==> src/rtl/fe_align_meter.sv <==
module fe_align_meter #(
  parameter int CNT_W = 11,
  parameter int AW = 8,
  parameter logic [AW-1:0] REG_ADDR = 8'h02,
  parameter int SYNC = 2
) (
  input  logic          clk,
  input  logic          rst_n,
  input  logic          bclk,
  input  logic          frame_p,
  input  logic          fe,
  input  logic          sfe,
  input  logic          gci_mode,
  input  logic [AW-1:0] reg_addr,
  output logic [15:0]   reg_rdata
);
  localparam logic [CNT_W-1:0] CMAX = '1;

  typedef enum logic [2:0] {S_IDLE, S_ARMED, S_COUNT, S_DONE, S_STOP} st_t;

  st_t state;
  logic [SYNC-1:0] sy_b, sy_f, sy_e;
  logic pb, pf, pe, sfe_q;
  logic [CNT_W-1:0] cnt, fd, cur;
  logic cfe, ph;
  logic [15:0] status;

  always_ff @(posedge clk or negedge rst_n) begin
    if (!rst_n) begin
      sy_b <= '0; sy_f <= '0; sy_e <= '0;
      pb <= 1'b0; pf <= 1'b0; pe <= 1'b0;
    end else begin
      sy_b <= {sy_b[SYNC-2:0], bclk};
      sy_f <= {sy_f[SYNC-2:0], frame_p};
      sy_e <= {sy_e[SYNC-2:0], fe};
      pb <= sy_b[SYNC-1];
      pf <= sy_f[SYNC-1];
      pe <= sy_e[SYNC-1];
    end
  end

  wire b_now  = sy_b[SYNC-1];
  wire e_now  = sy_e[SYNC-1];
  wire b_rise = b_now & ~pb;
  wire f_rise = sy_f[SYNC-1] & ~pf;
  wire e_hit  = gci_mode ? (e_now & ~pe) : (~e_now & pe);
  wire wrap   = (state == S_COUNT) && b_rise && (cnt == CMAX);
  wire live   = ((state == S_COUNT) && !wrap) || ((state == S_ARMED) && f_rise);

  assign cur = f_rise ? '0 : (b_rise ? cnt + 1'b1 : cnt);

  always_ff @(posedge clk or negedge rst_n) begin
    if (!rst_n) begin
      state <= S_IDLE; sfe_q <= 1'b0;
      cnt <= '0; fd <= '0; cfe <= 1'b0; ph <= 1'b0;
    end else begin
      sfe_q <= sfe;
      if (!sfe) begin
        state <= S_IDLE;
        cnt <= '0; fd <= '0; cfe <= 1'b0; ph <= 1'b0;
      end else if (!sfe_q) begin
        state <= S_ARMED;
      end else if (wrap) begin
        state <= S_STOP;
      end else if (live) begin
        cnt <= cur;
        if (e_hit) begin
          fd <= cur; ph <= b_now; cfe <= 1'b1;
          state <= S_DONE;
        end else begin
          state <= S_COUNT;
        end
      end
    end
  end

  assign status    = 16'({cfe, ph, fd});
  assign reg_rdata = (reg_addr == REG_ADDR) ? status : 16'h0000;

  a_r7_clear_on_fall: assert property (@(posedge clk) disable iff (!rst_n)
    $fell(sfe) |=> (status == 16'h0000));

  a_r6_frozen_while_set: assert property (@(posedge clk) disable iff (!rst_n)
    (cfe && sfe) |=> $stable(status));

  a_r6_done_needs_start: assert property (@(posedge clk) disable iff (!rst_n)
    cfe |-> $past(sfe));

  a_r8_count_monotonic: assert property (@(posedge clk) disable iff (!rst_n)
    (state == S_COUNT && $past(state) == S_COUNT) |-> (cnt >= $past(cnt)));

  a_r9_stop_not_done: assert property (@(posedge clk) disable iff (!rst_n)
    (state == S_STOP) |-> !cfe);
endmodule

==> config.mk <==
export PLATFORM = sky130hd
export DESIGN_NAME = fe_align_meter
export DESIGN_NICKNAME = d
export VERILOG_FILES = /design/src/rtl/fe_align_meter.sv
export SDC_FILE = /design/constraint.sdc
export NUM_CORES = 1
export LEC_CHECK = 0
export BUFFER_PORTS_ARGS = -buffer_cell sky130_fd_sc_hd__buf_2
export CAP_MARGIN = 30
export CORE_UTILIZATION = 55
export CTS_BUF_LIST = sky130_fd_sc_hd__clkbuf_16
export CTS_CLUSTER_DIAMETER = 200
export DETAILED_ROUTE_END_ITERATION = 12
export HOLD_SLACK_MARGIN = 0.05
export PLACE_DENSITY_LB_ADDON = 0.12
export SYNTH_ARGS = -nofsm -noshare
export SYNTH_HDL_FRONTEND = slang
export SYNTH_SLANG_ARGS = --single-unit
==> constraint.sdc <==
create_clock -name clk -period 2.4 [get_ports clk]
set_input_delay 0 -clock clk [delete_from_list [all_inputs] [get_ports clk]]
set_output_delay 0 -clock clk [all_outputs]
set_load 0.005 [all_outputs]
Word-level counts from Yosys, hierarchy flattened:

Cells that the tools add are included.

* $add $sub $neg: 1
* equality and inequality tests: 9
* bitwise gates (word level): 8
* mux-type cells: 28
* reductions and logical operators: 8

Operators by type and width (count)
* 2-to-1 mux 11 bit: 11
* 2-to-1 mux 13 bit: 1
* 2-to-1 mux 1 bit: 12
* 2-to-1 mux 3 bit: 4
* adder 11 x 1 -> 11 bit, second input constant: 1
* equality test 11 bit, second input constant: 1
* equality test 8 x 2 -> 1 bit, second input constant: 1
* inequality test 2 x 1 -> 1 bit, second input constant: 3
* bitwise AND 1 bit: 4
* logical AND 1 bit: 4
* inequality test 4 x 2 -> 1 bit, second input constant: 1
* NOT 1 bit: 4
* AND reduction 4 bit: 1
* equality test 3 x 1 -> 1 bit, second input constant: 1
* equality test 3 x 2 -> 1 bit, second input constant: 1
* AND reduction 3 bit: 1
* inequality test 2 bit, second input constant: 1
* logical NOT 1 bit: 1
* logical OR 1 bit: 1

* input port bits: 15
* register bits: 37
* output and inout bits: 16
* word-level logic and storage cells: 66

Logic depth before layout (Yosys ltp):

Gate-level depths: netlist (run 1).

* word-level depth: 11
* depth in mapped cells: 7
* gate-level depth less buffers: 6

Least setup slack after synthesis (run 1):

OpenSTA, ideal clock, no wires.

* path type: register to register
* start point: reg cnt[0]
* end point: reg fd[0]
* path slack: 0.512 ns
* period minus slack after synthesis: 1.888 ns
* stages on the path, launching flop included: 8
* library setup time: 0.125 ns
* required time: 2.275 ns
* arrival time: 1.763 ns
* cell sequence: dfrtp_1 ha_1 nand4_1 nor4_4 nor3b_2 nand2b_1 buf_6 mux2_4

* word-level cells in the longest chain between the ends: 8

Ends and longest elaborated chain
* start, declared: RTL line 24 `logic [CNT_W-1:0] cnt, fd, cur;`
* start signal, assigned: RTL line 66 `cnt <= cur;`
* adder 11 x 1 -> 11 bit: RTL line 50 `assign cur = f_rise ? '0 : (b_rise ? cnt + 1'b1 : cnt);`
* 2-to-1 mux 11 bit (2 in a row): RTL line 50
* 2-to-1 mux 11 bit: RTL line 67 `if (e_hit) begin`
* 2-to-1 mux 11 bit: RTL line 65 `end else if (live) begin`
* 2-to-1 mux 11 bit: RTL line 63 `end else if (wrap) begin`
* 2-to-1 mux 11 bit: RTL line 61 `end else if (!sfe_q) begin`
* 2-to-1 mux 11 bit: RTL line 58 `if (!sfe) begin`
* end signal, assigned: RTL line 55 `cnt <= '0; fd <= '0; cfe <= 1'b0; ph <= 1'b0;`
* end signal, assigned: RTL line 60 `cnt <= '0; fd <= '0; cfe <= 1'b0; ph <= 1'b0;`
* end signal, assigned: RTL line 68 `fd <= cur; ph <= b_now; cfe <= 1'b1;`
* end, declared: RTL line 24

Several ways; a longest one is shown, not always the timed one. The select of a mux whose other input is x is not followed.
A chain may end at the register's enable or synchronous reset.

Worst setup path after layout (run 1):

* start point: reg cnt[0]
* end point: reg fd[1]

The elaborated chain is that of the path after synthesis.

==> results by group, run 1 <==
Worst setup path
  – CP Depth: 6
  – Slowest stage delay, CP: just over 0.4 ns
  – Crit path max fanout: 10
  – Worst EP required: ~2.6 ns
  – Slowest-stage cell, CP: dfrtp_1
  – Crit path DAT: between 2 and 2.5 ns
  – Buffers and inverters on the worst path: 0
  – Worst setup SP type: register
  – WS Path Type: reg -> reg
  – Delay-heaviest family, CP: simple AND/OR/NAND/NOR gates
  – Cells on worst reg2reg path: 6
  – Critical Path Sink Type: register
  – Crit path cell chain: ha_1, nand4_1, nor4_4, nor3b_2, nand2b_2, mux2_4

Run
  – Max_cap viols: 0

Cells and area
  – Synth-to-Final Area Change: 19.9%
  – ANT cells: 0
  – Layout cell share with drive strength beyond 1: 23.3%
  – Fin cells: 269
  – # nets final: 238

Detailed routing
  – DRT Wirelength: between 3000 and 4000 µm
  – DR pass1 iterations: 4
  – Routed len/inst: about 13 µm
  – Vias per inst: roughly 5.4
  – Via Count: 1447
  – Remaining DRCs: 0
  – DRT antenna net count: 0
  – First DRT Iteration DRCs: 56

Placed design
  – Post-Place Cells: approximately 260
  – GPL Wtd Cong: around 0.88
  – Final HPWL DP: 2550 µm
  – Port bufs: 27
  – Worst slack, placed: roughly 0.10 ns

Clocking
  – Root Buffer: clkbuf_16
  – Post-CTS setup buffers: 0
  – CTS H-tree lvls: 2
  – TritonCTS clock tree: yes
  – CTS sink cnt: 37
  – Worst-path clk slew: 0.05 ns
  – Clk_lat worst skew: around 0.28 ns
  – Clk buf depth: 2
  – Num CTS Buffers: 5

Synthesis
  – Most frequent cell after synthesis: dfrtp_1
  – Post-synthesis sequential area ratio: 48.4%
  – Fraction of registers with async set/reset: 100%
  – Synth Instances: 188
  – Largest cells by area after synthesis: dfrtp_1 48%, mux2_4 7.1%, and2_1 4.6%
  – Synth Register Bits: 37
  – Synth unique cells: 39
  – Synthesized cell area: around 1900 µm²
  – Number of flops mapped to enable cells by yosys: 0
  – Synth cell count leaders: 37 x dfrtp_1, 22 x nor2_1, 19 x nand2_1
  – Synth Warn #: 0
  – Area leader, netlist: dfrtp_1
  – Syn_area_per_cell: 10.2 µm²
  – Ys flop type: dfrtp_1
  – Share of the synthesized area in the top cell type: approximately half

Die
  – Die Ht: approximately 61 µm
  – Row cnt: 21
  – Die area: ~3700 µm²
  – Core area: ~3300 µm²
  – Initial Utilization: approximately 57%
  – Die Wd: 61.0 µm
  – IO Pins: 31

STA
  – Skew final: 0.00464 ns
  – Slew HR: a little under half
  – Worst Slack Setup Final: approximately 0.23 ns
  – Final Max Tran Viols: 0
  – RSZ-0062 raised after global routing: false
  – Setup TNS: 0 ns
  – Final setup vio count: 0
  – Hold Fails Final Rpt: 0
  – Worst Tran Pin Value: slightly below 0.8 ns
  – Fin crit period: between 2 and 2.5 ns
  – F_max: roughly 0.46 GHz
  – Tcrit/Tclk final: 90.6%

GRT
  – Number of global-route vias before repair: approximately 1200
  – All-Layer GR Usage: between 20% and 30%
  – M3 GR Usage: about 5.8%
  – GR Util met2: around a third
  – Overflow after GRT: 0
  – Largest net degree at the start of global routing: 38
  – Met1 Use GR: roughly 30%
  – First-pass GRT wire length: around 5700 µm
  – GRT busiest layer: met2
  – Initial antenna violation count: 0

Pwr
  – Leakage Power: ~0.0011 µW
  – Peak supply drop: 0.536 mV
  – Pwr dens: 630 nW/µm²
  – Total chip power: 1440 µW

Status
  – Outcome: finished, final reports clean

Worst hold path
  – Hold depth: 5
  – Worst min path class: in -> reg
## through the flow
| step | util [%] | instance area (µm²) | hold WS, ns |
|---|---|---|---|
| final | 68.7 | 2290 | 0.308 |
| after CTS | 68.7 | 2290 | 0.304 |
| after global placement | 62.2 | 2070 | 0.109 |
| after detailed placement | 62.2 | 2070 | 0.109 |
| after global routing | 68.7 | 2290 | 0.350 |
| after floorplan | - | 1920 | -0.296 |
## placed cells by master (no fill, tap or decap), drive strengths merged, types with 4 or more instances in the layout
cell type | Yosys | final
a21oi | 4 | 4
and2 | 14 | 14
buf | 5 | 29
clkbuf | 4 | 5
dfrtp | 37 | 37
dlygate4sd3 | 0 | 5
inv | 4 | 4
mux2 | 10 | 10
nand2 | 19 | 19
nand3 | 5 | 5
nor2 | 22 | 22
nor3 | 5 | 5
nor4 | 4 | 4
o21ai | 17 | 17
xnor2 | 8 | 8
## timing repair
| item | in CTS | in global routing |
|---|---|---|
| hold buffers | 5 | 0 |
| endpoints found under the hold margin | 41 | 0 |
| resized for setup | 0 | 1 |
| setup endpoints to repair | 0 | 9 |
## path summary, 6_finish.rpt
| check | to | slack [ns] | from |
|---|---|---|---|
| worst max-delay path | fd[1]$_DFFE_PN0P_ | 0.23 | cnt[0]$_DFFE_PN0P_ |
| max in group asynchronous | fd[1]$_DFFE_PN0P_ | 1.54 | rst_n |
| worst min register to register | sy_f[1]$_DFF_PN0_ | 0.35 | sy_f[0]$_DFF_PN0_ |
| worst min-delay path | fd[10]$_DFFE_PN0P_ | 0.31 | gci_mode |
| worst max register to register | fd[1]$_DFFE_PN0P_ | 0.23 | cnt[0]$_DFFE_PN0P_ |
| min in group asynchronous | fd[2]$_DFFE_PN0P_ | 0.34 | rst_n |
## layout make-up
type,instances,area [µm²]
clock buffers,5,125
clock inverters,3,41.3
fillers,262,1040
inverters,4,15.0
multi-input cells,140,928
flip-flops and latches,37,926
well taps,46,57.6
repair buffers,34,200
## tightest hold or removal path, cell delays in order
cell and delay, ns:
buf_2 0.10, o22ai_1 0.10, nor3b_2 0.19, nand3_1 0.09, o22ai_1 0.06
## report_power, final
group          switching (µW)  internal, µW
registers                8.89           636
clock network             234           485
logic                    45.8          34.0
## flip-flops by register name, indices dropped and copies added (netlist names)
register / cells
cfe: 1
pb: 1
pf: 1
sy_f: 2
state: 3
fd: 11
sfe_q: 1
sy_b: 2
pe: 1
ph: 1
cnt: 11
sy_e: 2
## logic make-up (layout without fill, tap and decap cells)
group | after synthesis | in the layout | synth area share, %
AOI/OAI and AO/OA | 31 | 31 | 9.42
xor gates and xnor gates | 9 | 9 | 4.12
adders and majority gates | 1 | 1 | 0.654
buffers and inverters | 13 | 46 | 3.60
DFF | 37 | 37 | 48.4
muxes | 13 | 13 | 9.22
other | 1 | 3 | 0.196
and+or+nand+nor | 83 | 83 | 24.4
## per-layer routing
layer,share of wire [%],vias up
met3,4.8,4
met4,1.4,0
met2,46,49
li1,-,710
met5,0,-
met1,48,684
Power figures use the tool's default switching activity.
==> run 2: changes to the inputs <==
--- a/config.mk
+++ b/config.mk
@@ -7,6 +7,7 @@
 export LEC_CHECK = 0
 export BUFFER_PORTS_ARGS = -buffer_cell sky130_fd_sc_hd__buf_2
 export CAP_MARGIN = 30
+export CORE_MARGIN = 2
 export CORE_UTILIZATION = 55
 export CTS_BUF_LIST = sky130_fd_sc_hd__clkbuf_16
 export CTS_CLUSTER_DIAMETER = 200
==> run 2 against run 1 <==
Sequential power about the same. Setup slack got worse by 0.013 ns. Final area unchanged. Fmax decreased by 0.62%. Global-route usage decreased by 0.67 points. Sequential share of layout area unchanged. Die area increased by 6.7%. Via count increased by 1.2%. Hold slack got worse by 0.012 ns. Combinational power decreased by 0.9%. Register-to-register slack about the same. Cell count unchanged. Largest power group unchanged.
==> results by group, run 2 (synthesis gave the netlist of run 1 again) <==
Clocking
  – Worst-path clk slew: 0.06 ns (about the same)
  – CTS H-tree lvls: 2 (unchanged)
  – TritonCTS clock tree: yes
  – Post-CTS setup buffers: 0 (unchanged)
  – Clk buf depth: 2 (unchanged)
  – Clk_lat worst skew: 0.28 ns (about the same)
  – Root Buffer: clkbuf_16
  – CTS sink cnt: 37 (unchanged)
  – Num CTS Buffers: 5 (unchanged)

Die
  – IO Pins: 31 (unchanged)
  – Die area: 3970 µm² (+6.7%)
  – Die Wd: 63.0 µm (+3.3%)
  – Die Ht: 63.0 µm (+3.3%)
  – Initial Utilization: 57.3% (unchanged)
  – Row cnt: 21 (unchanged)
  – Core area: 3340 µm² (unchanged)

STA
  – F_max: 0.457 GHz (-0.62%)
  – Setup TNS: 0 ns (unchanged)
  – Fin crit period: 2.19 ns (+0.0135 ns)
  – Final Max Tran Viols: 0 (unchanged)
  – Final hold slack: 0.296 ns (-0.0121 ns)
  – Final setup vio count: 0 (unchanged)
  – Worst Tran Pin Value: 0.799 ns (+0.0104 ns)
  – Hold Fails Final Rpt: 0 (unchanged)
  – Slew HR: 46.7% (-0.69 points)
  – Skew final: 0.00434 ns (-0.000301 ns)
  – Tcrit/Tclk final: 91.1% (+0.56 points)
  – RSZ-0062 raised after global routing: false

Detailed routing
  – First DRT Iteration DRCs: 58 (+3.6%)
  – Vias per inst: 5.44 (+1.2%)
  – DRT antenna net count: 0 (unchanged)
  – DR pass1 iterations: 4 (unchanged)
  – DRT Wirelength: 3750 µm (+3.8%)
  – Remaining DRCs: 0 (unchanged)
  – Via Count: 1464 (+1.2%)
  – Routed len/inst: 14.0 µm (+3.8%)

Worst setup path
  – Worst setup SP type: register
  – Slowest stage delay, CP: 0.42 ns (about the same)
  – Worst EP required: 2.56 ns (about the same)
  – Delay-heaviest family, CP: simple AND/OR/NAND/NOR gates
  – Crit path cell chain: ha_1, nand4_1, nor4_4, nor3b_2, nand2b_2, mux2_4
  – FF-to-FF Start: cnt[0]$_DFFE_PN0P_
  – Buffers and inverters on the worst path: 0 (unchanged)
  – Crit path max fanout: 10 (unchanged)
  – Reg2reg end: fd[5]$_DFFE_PN0P_
  – Cells on worst reg2reg path: 6 (unchanged)
  – Critical Path Sink Type: register
  – Worst R2R Setup Slack: 0.21 ns (about the same)
  – WS Path Type: reg -> reg
  – Crit path DAT: 2.35 ns (+0.02 ns)
  – Slowest-stage cell, CP: dfrtp_1

Cells and area
  – Finished Cell Area: 2290 µm² (unchanged)
  – Most common cell after layout, fill and taps aside: dfrtp_1
  – Synth-to-Final Area Change: 19.9% (unchanged)
  – # nets final: 238 (unchanged)
  – Top flop regs: cnt x11, fd x11, state x3
  – Layout cell share with drive strength beyond 1: 23.3% (unchanged)
  – Most frequent cells in the layout: 37 x dfrtp_1, 27 x buf_2, 22 x nor2_1
  – ANT cells: 0 (unchanged)

GRT
  – First-pass GRT wire length: 6490 µm (+15%)
  – Initial antenna violation count: 0 (unchanged)
  – Number of global-route vias before repair: 1355 (+8.7%)
  – Overflow after GRT: 0 (unchanged)
  – Largest net degree at the start of global routing: 38 (unchanged)
  – All-Layer GR Usage: 20.9% (-0.67 points)

Placed design
  – Port bufs: 27 (unchanged)
  – GPL Wtd Cong: 0.869 (-1.6%)
  – Placed instance area: 2070 µm² (unchanged)
  – Final HPWL DP: 2600 µm (+1.8%)

Status
  – Outcome: finished, final reports clean

Worst hold path
  – Hold path start: gci_mode
  – Hold depth: 5 (unchanged)
  – Worst Hold Path EP: fd[10]$_DFFE_PN0P_
  – Worst min path class: in -> reg

Pwr
  – Pwr dens: 636 nW/µm² (+0.96%)
  – Leakage Power: 0.00107 µW (unchanged)
  – Peak supply drop: 0.656 mV (+22%)
  – Total chip power: 1460 µW (+0.96%)

Run
  – Max_cap viols: 0 (unchanged)
==> run 2: cell counts in the layout (fill, tap and decap cells not counted) <==
No cell type changed its count.
==> run 2: routing by layer <==
layer / vias up / GRT usage (%) / routed length [µm]
met5: - / 0 / 0
met4: 0 / 7.50 / 55
met3: 6 / 4.86 / 194
met2: 48 / 32.3 / 1740
met1: 699 / 28.8 / 1770
li1: 711 / - / -
==> run 2: worst max-delay path by stage <==
stage	slack, ns	startpoint	to	depth (start not counted)
2_1_floorplan	0.51	cnt[0]$_DFFE_PN0P_	fd[0]$_DFFE_PN0P_	7
3_3_place_gp	0.18	cnt[0]$_DFFE_PN0P_	fd[7]$_DFFE_PN0P_	6
3_5_place_dp	0.08	cnt[0]$_DFFE_PN0P_	fd[5]$_DFFE_PN0P_	6
4_1_cts	0.05	cnt[0]$_DFFE_PN0P_	fd[5]$_DFFE_PN0P_	6
5_1_grt	0.05	cnt[0]$_DFFE_PN0P_	fd[5]$_DFFE_PN0P_	6
6_report	0.21	cnt[0]$_DFFE_PN0P_	fd[5]$_DFFE_PN0P_	6
==> run 2: timing repair <==
action	in CTS	in global routing
setup endpoints to repair	0	9
hold buffers	5	0
resized for setup	0	1
hold endpoints to repair	42	0
==> run 2: layout make-up <==
| type | instances | area, µm² |
|---|---|---|
| clock buffer | 5 | 125 |
| inverter | 4 | 15.0 |
| tap | 46 | 57.6 |
| sequential | 37 | 926 |
| multi-input combinational | 140 | 928 |
| fill | 264 | 1040 |
| clock inverter | 3 | 41.3 |
| timing repair buffer | 34 | 200 |
==> run 2: report_power, final <==
part	internal (µW)	switching, µW	leakage (µW)
Combinational	34.0	45.1	0.000502
Sequential	636	8.80	0.000492
Clock	486	248	0.0000775
Total	1160	302	0.00107
==> run 2: through the flow <==
stage | utilization (%) | setup WS [ns] | instances
2_1_floorplan | - | 0.512 | 190
3_3_place_gp | 62.2 | 0.184 | 256
3_5_place_dp | 62.2 | 0.0764 | 256
4_1_cts | 68.7 | 0.0497 | 269
5_1_grt | 68.7 | 0.0488 | 269
6_report | 68.7 | 0.213 | 269
==> run 2: worst register-to-register path, stage by stage, from the launching register on <==
cell and delay (ns):
dfrtp_1 0.42, ha_1 0.26, nand4_1 0.17, nor4_4 0.34, nor3b_2 0.15, nand2b_2 0.36
mux2_4 0.37
==> run 3: changes to the inputs <==
--- a/config.mk
+++ b/config.mk
@@ -5,12 +5,14 @@
 export SDC_FILE = /design/constraint.sdc
 export NUM_CORES = 1
 export LEC_CHECK = 0
+export ABC_AREA = 1
 export BUFFER_PORTS_ARGS = -buffer_cell sky130_fd_sc_hd__buf_2
 export CAP_MARGIN = 30
 export CORE_MARGIN = 2
-export CORE_UTILIZATION = 55
+export CORE_UTILIZATION = 56
 export CTS_BUF_LIST = sky130_fd_sc_hd__clkbuf_16
 export CTS_CLUSTER_DIAMETER = 200
+export CTS_CLUSTER_SIZE = 25
 export DETAILED_ROUTE_END_ITERATION = 12
 export HOLD_SLACK_MARGIN = 0.05
 export PLACE_DENSITY_LB_ADDON = 0.12
==> run 3 against run 2 <==
Largest cell class is now flip-flops and latches. Highest routed layer unchanged. Critical path depth rose by 4. Synthesized cell count up 47%. Non-clock buffer count down 3. Sequential power grew 2%. Power increased by 1.6%. Combinational power up 40%. Routed wire length grew 7.2%. Final area rose by 3.5%. Register-to-register slack improved by 0.30 ns. Utilization fell by 2.9 points. First-iteration DRC count rose by 100%.
==> results by group, run 3 <==
Detailed routing
  – Via Count: 1710 (+17%)
  – DR pass1 iterations: 4 (unchanged)
  – First DRT Iteration DRCs: 116 (+100%)
  – DRT Wirelength: 4020 µm (+7.2%)
  – Top sig layer: met4
  – M1 WL: 1940 µm (+10%)
  – Vias per inst: 4.83 (-11%)
  – Routed len/inst: 11.4 µm (-19%)
  – Met2 routed WL: 1860 µm (+7.0%)
  – Met3 WL: 157 µm (-19%)
  – DRT antenna net count: 0 (unchanged)
  – Remaining DRCs: 0 (unchanged)

STA
  – Skew final: 0.00242 ns (-0.00192 ns)
  – Final hold slack: 0.0544 ns (-0.241 ns)
  – Final Max Tran Viols: 0 (unchanged)
  – Worst Tran Pin Value: 0.776 ns (-0.0229 ns)
  – Final setup vio count: 0 (unchanged)
  – Hold Fails Final Rpt: 0 (unchanged)
  – Fin crit period: 1.89 ns (-0.302 ns)
  – Tcrit/Tclk final: 78.5% (-13 points)
  – F_max: 0.530 GHz (+16%)
  – Slew HR: 48.3% (+1.5 points)
  – Setup TNS: 0 ns (unchanged)
  – RSZ-0062 raised after global routing: false

Cells and area
  – Top flop regs: cnt x11, fd x11, state x3
  – Fillers: 300 (+14%)
  – Synth-to-Final Area Change: 15.0%
  – # nets final: 321 (+35%)
  – Layout cell share with drive strength beyond 1: 15.7% (-7.6 points)
  – Finished Cell Area: 2370 µm² (+3.5%)
  – Most common cell after layout, fill and taps aside: nand2_1
  – ANT cells: 0 (unchanged)
  – Most frequent cells in the layout: 75 x nand2_1, 40 x inv_1, 39 x nor2_1
  – Fin cells: 354 (+32%)

Pwr
  – Leakage Power: 0.00126 µW (+18%)
  – Peak supply drop: 0.430 mV (-34%)
  – Total chip power: 1480 µW (+1.6%)
  – Pwr dens: 624 nW/µm² (-1.8%)

Die
  – Initial Utilization: 57.2% (-0.11 points)
  – IO Pins: 31 (unchanged)
  – Core area: 3610 µm² (+8.1%)
  – Die Ht: 64.7 µm (+2.7%)
  – Die area: 4190 µm² (+5.6%)
  – Row cnt: 22 (+4.8%)
  – Die Wd: 64.7 µm (+2.7%)

Placed design
  – Post-Place Cells: 342 (+34%)
  – Port bufs: 27 (unchanged)
  – Final HPWL DP: 2860 µm (+10%)
  – GPL Wtd Cong: 0.845 (-2.7%)
  – Placed instance area: 2170 µm² (+4.6%)

Clocking
  – Post-CTS setup buffers: 0 (unchanged)
  – Root Buffer: clkbuf_16
  – CTS H-tree lvls: 2 (unchanged)
  – Worst-path clk slew: 0.05 ns (about the same)
  – Clk_lat worst skew: 0.28 ns (about the same)
  – Num CTS Buffers: 5 (unchanged)
  – CTS sink cnt: 37 (unchanged)
  – Post-cts sizing count: 0 (unchanged)
  – TritonCTS clock tree: yes
  – Clk buf depth: 2 (unchanged)

Worst hold path
  – Worst Hold Path EP: sfe_q$_DFF_PN0_
  – Hold path start: sfe
  – Worst min path class: in -> reg
  – Hold depth: 1 (-4)

Run
  – Max_cap viols: 0 (unchanged)

Worst setup path
  – Worst setup SP type: register
  – Reg2reg end: fd[9]$_DFFE_PN0P_
  – Cells on worst reg2reg path: 10 (+4)
  – FF-to-FF Start: cnt[0]$_DFFE_PN0P_
  – Crit path DAT: 2.10 ns (-0.25 ns)
  – WS Path Type: reg -> reg
  – Crit path max fanout: 12 (+2)
  – Worst EP required: 2.61 ns (+0.05 ns)
  – Worst R2R Setup Slack: 0.51 ns (+0.30 ns)
  – Critical Path Sink Type: register

Synthesis
  – Synthesized cell area: 2060 µm² (+7.8%)
  – Syn_area_per_cell: 7.45 µm² (-27%)
  – Largest cells by area after synthesis: dfrtp_1 45%, nand2_1 14%, nand3_1 8.7%
  – Post-synthesis sequential area ratio: 44.9% (-3.5 points)
  – Synth Warn #: 0 (unchanged)
  – Most frequent cell after synthesis: nand2_1
  – Synth cell count leaders: 75 x nand2_1, 39 x inv_1, 39 x nor2_1
  – Number of flops mapped to enable cells by yosys: 0 (unchanged)
  – Ys flop type: dfrtp_1
  – Synth Instances: 277 (+47%)
  – Share of the synthesized area in the top cell type: 44.9% (-3.5 points)
  – Synth Register Bits: 37 (unchanged)
  – Area leader, netlist: dfrtp_1
  – Fraction of registers with async set/reset: 100% (unchanged)
  – Synth unique cells: 25 (-36%)

Status
  – Outcome: finished, final reports clean

GRT
  – Initial antenna violation count: 0 (unchanged)
  – All-Layer GR Usage: 21.8% (+0.85 points)
  – Number of global-route vias before repair: 1534 (+13%)
  – Overflow after GRT: 0 (unchanged)
  – First-pass GRT wire length: 6930 µm (+6.9%)
  – Largest net degree at the start of global routing: 38 (unchanged)
## run 3: changes by cell type in the layout (fill, tap and decap cells not counted), sizes merged, moves of 12 or more
cell / delta
and2: -14
inv: +37
nand2: +64
nand3: +32
nor2: +22
o21ai: -12
## run 3: layer usage
layer  up-vias  GRT usage [%]
li1        904              -
met1       759           28.7
met2        41           35.1
met3         6           4.69
met4         0           8.78
met5         -              0
## run 3: power by group
part / switching [µW] / leakage, µW / internal, µW / total, µW
Sequential: 13.5 / 0.000490 / 643 / 657
Clock: 232 / 0.0000826 / 482 / 714
Combinational: 75.4 / 0.000688 / 35.8 / 111
## run 3: layout make-up
class / count / area, µm² / share of cell area (%)
Clock buffer: 5 / 125 / 5.27
Inverter: 40 / 150 / 6.33
Timing Repair Buffer: 31 / 175 / 7.38
Multi-Input combinational cell: 190 / 900 / 37.9
Sequential cell: 37 / 926 / 39.0
Tap cell: 48 / 60.1 / 2.53
Clock inverter: 3 / 37.5 / 1.58
## run 3: stage by stage
stage	worst slack [ns]	utilization, %
2_1_floorplan	0.849	-
3_3_place_gp	0.570	60.2
3_5_place_dp	0.553	60.2
4_1_cts	0.522	65.8
5_1_grt	0.263	65.8
6_report	0.515	65.8
## run 3: cell families (layout without fill, tap and decap cells)
group                    Yosys count  after routing  synth area share, %
AO/OA/AOI/OAI                     15             15                 4.00
XOR/XNOR                           1              1                0.425
adder cells (fa/ha/maj)            1              1                0.606
buffers and inverters             52             79                 11.9
flip-flops                        37             37                 44.9
other                              1              3                0.182
AND/OR/NAND/NOR                  170            170                 38.0
## run 3: how the worst max path moves through the flow
stage	startpoint	endpoint	slack [ns]	depth (start not counted)
4_1_cts	cnt[0]$_DFFE_PN0P_	fd[2]$_DFFE_PN0P_	0.52	10
6_report	cnt[0]$_DFFE_PN0P_	fd[9]$_DFFE_PN0P_	0.51	10
3_3_place_gp	cnt[0]$_DFFE_PN0P_	fd[6]$_DFFE_PN0P_	0.57	10
2_1_floorplan	cnt[0]$_DFFE_PN0P_	fd[3]$_DFFE_PN0P_	0.85	11
5_1_grt	cnt[0]$_DFFE_PN0P_	fd[10]$_DFFE_PN0P_	0.26	10
3_5_place_dp	cnt[0]$_DFFE_PN0P_	fd[2]$_DFFE_PN0P_	0.55	10
## run 3: timing repair
| item | in CTS | in global routing |
|---|---|---|
| endpoints found under the hold margin | 40 | 0 |
| setup endpoints to repair | 0 | 0 |
| hold buffers | 4 | 0 |
## run 3: critical path: stages (launching register included)
cell and delay [ns]:
dfrtp_1 0.42, ha_1 0.23, inv_1 0.10, nor2_4 0.07
nand2_2 0.08, nor2_4 0.04, nand3_1 0.06, nand2_1 0.05
nor2_1 0.50, nand3_1 0.16, nand2_1 0.12
